`src/rtl/tse_pkg.sv`:
```
package tse_pkg;

    typedef enum logic [1:0] {
        ST_HALT  = 2'd0,
        ST_ARM   = 2'd1,
        ST_COUNT = 2'd2
    } run_state_e;

    typedef enum logic [1:0] {
        RULE_RISE = 2'd0,
        RULE_FALL = 2'd1,
        RULE_BOTH = 2'd2
    } edge_rule_e;

    typedef struct packed {
        logic [2:0] clr_src;
        logic [1:0] edge_sel;
        logic [2:0] clk_sel;
    } tmr_ctl_t;

    localparam logic [2:0] SRC_DIV1    = 3'd0;
    localparam logic [2:0] SRC_DIV4    = 3'd1;
    localparam logic [2:0] SRC_DIV16   = 3'd2;
    localparam logic [2:0] SRC_DIV64   = 3'd3;
    localparam logic [2:0] SRC_CASCADE = 3'd7;
    localparam int         EXT_BASE    = 4;

endpackage

```
`src/rtl/tse_prescaler.sv`:
```
module tse_prescaler #(
    parameter int DIV_W = 6
) (
    input  logic       clk,
    input  logic       rst_n,
    output logic [2:0] div_lvl
);
    localparam int TAP4  = 1;
    localparam int TAP16 = 3;
    localparam int TAP64 = 5;

    logic [DIV_W-1:0] phase_q;

    always_ff @(posedge clk or negedge rst_n) begin
        if (!rst_n) phase_q <= '0;
        else        phase_q <= phase_q + 1'b1;
    end

    assign div_lvl = {phase_q[TAP64], phase_q[TAP16], phase_q[TAP4]};
endmodule

```
`src/rtl/tse_sync2.sv`:
```
module tse_sync2 (
    input  logic clk,
    input  logic rst_n,
    input  logic d,
    output logic q
);
    logic meta_q;
    logic hold_q;

    always_ff @(posedge clk or negedge rst_n) begin
        if (!rst_n) begin
            meta_q <= 1'b0;
            hold_q <= 1'b0;
        end else begin
            meta_q <= d;
            hold_q <= meta_q;
        end
    end

    assign q = hold_q;
endmodule

```
`src/rtl/tse_edge_det.sv`:
```
module tse_edge_det
    import tse_pkg::*;
(
    input  logic       clk,
    input  logic       rst_n,
    input  logic       lvl,
    input  edge_rule_e rule,
    output logic       hit
);
    logic prev_q;

    always_ff @(posedge clk or negedge rst_n) begin
        if (!rst_n) prev_q <= 1'b0;
        else        prev_q <= lvl;
    end

    always_comb begin
        unique case (rule)
            RULE_RISE: hit = lvl & ~prev_q;
            RULE_FALL: hit = ~lvl & prev_q;
            RULE_BOTH: hit = lvl ^ prev_q;
            default:   hit = 1'b0;
        endcase
    end
endmodule

```
`src/rtl/tse_count_front.sv`:
```
module tse_count_front
    import tse_pkg::*;
#(
    parameter int CNT_W = 16,
    parameter int N_EXT = 3,
    parameter int DIV_W = 6
) (
    input  logic             clk,
    input  logic             rst_n,
    input  logic             ctl_wr,
    input  logic [7:0]       ctl_wdata,
    output logic [7:0]       ctl_rdata,
    input  logic             run,
    input  logic             phase_mode,
    input  logic             phase_step,
    input  logic [N_EXT-1:0] ext_pin,
    input  logic             cascade_in,
    output logic             cnt_en,
    output logic [CNT_W-1:0] count,
    output logic             ovf
);
    localparam logic [CNT_W-1:0] CNT_TOP = '1;

    tmr_ctl_t    ctl_q;
    run_state_e  st_q, st_d;
    logic [2:0]  div_lvl;
    logic [N_EXT-1:0] ext_sync;
    logic        ext_pick;
    logic        src_lvl;
    logic        src_every;
    logic        force_rise;
    edge_rule_e  rule;
    logic        edge_hit;
    logic        step_hit;
    logic        cnt_en_q;
    logic [CNT_W-1:0] count_q;
    logic        ovf_q;

    tse_prescaler #(.DIV_W(DIV_W)) u_presc (
        .clk     (clk),
        .rst_n   (rst_n),
        .div_lvl (div_lvl)
    );

    for (genvar g = 0; g < N_EXT; g++) begin : g_ext_sync
        tse_sync2 u_sync (
            .clk   (clk),
            .rst_n (rst_n),
            .d     (ext_pin[g]),
            .q     (ext_sync[g])
        );
    end

    always_comb begin
        ext_pick = 1'b0;
        for (int i = 0; i < N_EXT; i++) begin
            if (ctl_q.clk_sel == 3'(EXT_BASE + i)) ext_pick = ext_sync[i];
        end
    end

    always_comb begin
        src_lvl    = 1'b0;
        src_every  = 1'b0;
        force_rise = 1'b0;
        unique case (ctl_q.clk_sel)
            SRC_DIV1: begin
                src_every  = 1'b1;
                force_rise = 1'b1;
            end
            SRC_DIV4:    src_lvl = div_lvl[0];
            SRC_DIV16:   src_lvl = div_lvl[1];
            SRC_DIV64:   src_lvl = div_lvl[2];
            SRC_CASCADE: begin
                src_lvl    = cascade_in;
                force_rise = 1'b1;
            end
            default:     src_lvl = ext_pick;
        endcase
    end

    always_comb begin
        if (force_rise)               rule = RULE_RISE;
        else if (ctl_q.edge_sel[1])   rule = RULE_BOTH;
        else if (ctl_q.edge_sel[0])   rule = RULE_FALL;
        else                          rule = RULE_RISE;
    end

    tse_edge_det u_edge (
        .clk   (clk),
        .rst_n (rst_n),
        .lvl   (src_lvl),
        .rule  (rule),
        .hit   (edge_hit)
    );

    assign step_hit = phase_mode ? phase_step : (src_every | edge_hit);

    always_comb begin
        st_d = st_q;
        unique case (st_q)
            ST_HALT:  if (run)  st_d = ST_ARM;
            ST_ARM:   st_d = run ? ST_COUNT : ST_HALT;
            ST_COUNT: if (!run) st_d = ST_HALT;
            default:  st_d = ST_HALT;
        endcase
    end

    always_ff @(posedge clk or negedge rst_n) begin
        if (!rst_n) st_q <= ST_HALT;
        else        st_q <= st_d;
    end

    always_ff @(posedge clk or negedge rst_n) begin
        if (!rst_n) begin
            ctl_q    <= '0;
            cnt_en_q <= 1'b0;
            count_q  <= '0;
            ovf_q    <= 1'b0;
        end else begin
            if (ctl_wr && st_q == ST_HALT) ctl_q <= tmr_ctl_t'(ctl_wdata);
            cnt_en_q <= (st_q == ST_COUNT) && step_hit;
            ovf_q    <= cnt_en_q && (count_q == CNT_TOP);
            if (cnt_en_q) count_q <= count_q + 1'b1;
        end
    end

    assign ctl_rdata = ctl_q;
    assign cnt_en    = cnt_en_q;
    assign count     = count_q;
    assign ovf       = ovf_q;
endmodule

```
`config.mk`:
```
export PLATFORM = sky130hd
export DESIGN_NAME = tse_count_front
export DESIGN_NICKNAME = d
export VERILOG_FILES = /design/src/rtl/tse_pkg.sv /design/src/rtl/tse_prescaler.sv /design/src/rtl/tse_sync2.sv /design/src/rtl/tse_edge_det.sv /design/src/rtl/tse_count_front.sv
export SDC_FILE = /design/constraint.sdc
export NUM_CORES = 1
export LEC_CHECK = 0
export BUFFER_PORTS_ARGS = -buffer_cell sky130_fd_sc_hd__clkbuf_2
export CAP_MARGIN = 15
export CELL_PAD_IN_SITES_DETAIL_PLACEMENT = 0
export CELL_PAD_IN_SITES_GLOBAL_PLACEMENT = 2
export CORE_ASPECT_RATIO = 1.5
export CORE_UTILIZATION = 37
export DETAILED_ROUTE_END_ITERATION = 6
export PLACE_DENSITY_LB_ADDON = 0.2
export SYNTH_ARGS = -nofsm -noshare
export SYNTH_HDL_FRONTEND = slang
export SYNTH_SLANG_ARGS = --single-unit
export TNS_END_PERCENT = 1
```
`constraint.sdc`:
```
create_clock -name clk -period 4.6 [get_ports clk]
set_clock_uncertainty 0.2 [all_clocks]
set_input_delay 0.46 -clock clk [delete_from_list [all_inputs] [get_ports clk]]
set_output_delay 0.46 -clock clk [all_outputs]
set_load 0.01 [all_outputs]
```
==> flow_summary.yaml <==
synthesis:
  synth-compound-area-share_pct: 3.37
  ys_seq_area_share_pct: 60.0
  netlist.area_leader.share_pct: 60.0
  synth_top_family_by_area: "simple AND/OR/NAND/NOR gates"
  syn_nets: 148
  syn_inst: 127
  syn-cell-area_mm2: 0.00171
  synthSimpleGateAreaFrac_pct: 15.1
  yosysWarnings: 0
  synthAdderAreaFrac_pct: 2.20
  synthMuxAreaShare_pct: 7.91
  post_synth_xor_area_fraction_pct: 10.2
  syn_avg_cell_area_um2: 13.5
  yosysTopAreaCell: "dfrtp_1"
  ys_ff_latch: 41
  synth.area.top_cells: "dfrtp_1, xnor2_1, mux2_2, xor2_1, ha_1"
  ys_types: 32
finish:
  fin_cells: 223
  fin_area_mm2: 0.00209
  area_growth_pct: 22.5
  n_fill_cell: 402
  drive_gt1_share_pct: 37.3
  n_antenna_cell: 0
  regArea_mm2: 0.00103
  finalNetCount: 197
  fin_util_pct: 48.5
  multi_input_area_um2: 663
grt:
  grt.total_usage_pct: 13.1
  antenna_found_initial: 0
  grt_use_met1_pct: 15.1
  grt_pass1_wl_um: 4860
  overflow: 0
  grt.busiest_layer: "met2"
  grt_max_degree: 42
  grt_pass1_vias: 1111
  use_met2_pct: 22.1
  met3_usage_pct: 3.66
critical_path:
  required_ns: 4.58
  endpoint_kind: "flip-flop"
  critical_path_class: "flip-flop to flip-flop"
  rr_worst_depth: 8
  r2r_setup_slack_ns: 2.15
  r2r_start: "ctl_rdata[0]"
  arrival_ns: 2.42
  r2r-end: "cnt_en"
  startpoint_type: "flip-flop"
  cp_max_fo: 9
min_path:
  hold_end: "g_ext_sync[0].u_sync.meta_q"
  worstHoldPathCells: 1
  hold_class: "input pin to flip-flop"
  min_from: "ext_pin[0]"
clocking:
  holdBufCountCts: 0
  cts_sinks: 41
  root_buffer: "clkbuf_8"
  post_cts_buffers: 0
  cts_tree: "done"
  clkLatencyLatePin_ns: 0.29
  clkSlewWorstSetupHoldPaths_ns: 0.08
  clockBufferDepth: 2
  cts_max_level: 2
  cts_resized: 0
  numCtsBuffers: 5
floorplanning:
  die_h_um: 85.2
  io_pins: 44
  coreArea_mm2: 0.00432
  start_util_pct: 39.6
  die-area_mm2: 0.00490
  die_w_um: 57.5
  num_rows: 29
run_status:
  outcome: "finished, violations left"
  violations: "design-rule violations"
timing:
  timing.fmax_mhz: 409
  setup_ws_ns: 2.15
  min_period_ns: 2.45
  drv_slew: 0
  worst_pin_slew_ns: 1.01
  hold_viol: 0
  setup_tns_ns: 0
  post-route-period-util_pct: 53.2
  setup_viol: 0
  rsz0062_at_grt: "false"
  slew-limit-headroom_pct: 33.0
place:
  placed_area_mm2: 0.00198
  hpwlAfterDp_um: 2090
  gp_congestion: 0.730
  portBuffers: 43
  pre_cts_ws_ns: 2.15
  place_inst: 215
routing:
  avgViaCountPerCell: 5.06
  detail_route.wl_per_cell_um: 13.0
  drt_iter0_drc: 24
  vias: 1129
  drt-total-wl_um: 2900
  drc: 4
  final_antenna_net_count: 0
  drt_pass1_iterations: 5
power_and_ir_drop:
  power_density_mw_per_mm2: 469
  power.leakage_nw: 1.03
  vdd_drop_max_mv: 0.272
job:
  max_cap_viol_count: 0
[per-stage QoR]
stage / hold WS [ns] / power, mW
2_1_floorplan: -0.0356 / 0.613
3_3_place_gp: 0.133 / 0.689
3_5_place_dp: 0.136 / 0.700
4_1_cts: 0.0638 / 0.999
5_1_grt: 0.0533 / 1.04
6_report: 0.0759 / 0.982
[worst max path at each step]
stage	start	end	slack, ns	cells past startpoint
6_report	ctl_rdata[0]	cnt_en	2.15	8
3_5_place_dp	ctl_rdata[0]	cnt_en	2.15	8
2_1_floorplan	ctl_rdata[0]	cnt_en	2.21	9
3_3_place_gp	ctl_rdata[0]	cnt_en	2.19	8
4_1_cts	ctl_rdata[0]	cnt_en	2.14	8
5_1_grt	ctl_rdata[0]	cnt_en	2.04	8
[synthesized netlist by cell type]
cell / instances
a211o_1: 1
a21oi_1: 2
a221o_1: 1
and2_1: 2
and3_1: 2
and3b_1: 1
and4_1: 2
buf_2: 1
dfrtp_1: 41
ha_1: 3
inv_1: 4
mux2_2: 10
mux4_2: 1
nand2_1: 6
nand2b_1: 1
nand3_1: 5
nand3_2: 1
nand4_1: 3
nand4_2: 1
nand4_4: 1
nor2_1: 4
nor2b_1: 2
nor3_1: 2
nor3_4: 1
nor3b_1: 2
nor3b_2: 1
o21ai_0: 3
o21ai_1: 1
o2bb2ai_1: 1
or3b_1: 1
xnor2_1: 14
xor2_1: 6
[metal layers]
metal  vias up  wire length [um]
met3         6               162
li1        541                 -
met1       543              1230
met5         -                 0
met2        39              1440
met4         0                56
[cell families after synthesis]
kind of cell / after synthesis
flip-flops: 41
AND/OR/NAND/NOR: 38
XOR/XNOR: 20
multiplexers: 11
AO/OA/AOI/OAI: 9
buffers and inverters: 5
adder cells (fa/ha/maj): 3
[report_power, final]
part | switching, mW | leakage, nW | total [mW] | internal [mW]
registers | 0.0693 | 0.516 | 0.482 | 0.413
clock network | 0.117 | 0.0585 | 0.294 | 0.177
logic | 0.0963 | 0.458 | 0.206 | 0.110
total | 0.282 | 1.03 | 0.982 | 0.700
[critical path, cell delays in order, from the launching register on]
cell,delay [ns]
dfrtp_1,0.50
mux4_2,0.53
nand2_1,0.09
o21ai_0,0.08
ha_1,0.28
nand2b_1,0.10
o21ai_0,0.07
a221o_1,0.36
o2bb2ai_1,0.12
[cells in the final DEF (no fill, tap or decap)]
master,count
xor2_1,6
and4_1,2
nor3_1,2
and3b_1,1
nand4_4,1
clkbuf_8,6
a21oi_1,2
nand4_2,1
dfrtp_1,41
nand3_2,1
mux4_2,1
nand3_1,5
or3b_1,1
nand2b_1,1
a221o_1,1
a211o_1,1
nor3b_1,2
and3_1,2
mux2_2,10
nor2_1,4
o2bb2ai_1,1
nor3b_2,1
and2_1,2
xnor2_1,14
clkbuf_1,1
o21ai_0,3
nor3_4,1
inv_1,4
nand4_1,3
o21ai_1,1
ha_1,3
nand2_1,6
clkbuf_2,43
bufinv_16,1
nor2b_1,2
[flip-flops by register name, summed over array words and instances (netlist names)]
| register | cells |
|---|---|
| g_ext_sync.u_sync.q | 3 |
| ctl_rdata | 8 |
| g_ext_sync.u_sync.meta_q | 3 |
| cnt_en | 1 |
| u_presc.phase_q | 6 |
| count | 16 |
| u_edge.prev_q | 1 |
| ovf | 1 |
| st_q | 2 |
[area by class of cell]
cell class                      instances  area share [%]
Timing Repair Buffer                   43            10.3
Sequential cell                        41            49.0
Inverter                                4           0.717
Clock inverter                          1            1.43
Clock buffer                            7            4.12
Tap cell                               46            2.75
Multi-Input combinational cell         81            31.7
No activity file was read; power rests on OpenSTA's default activity.
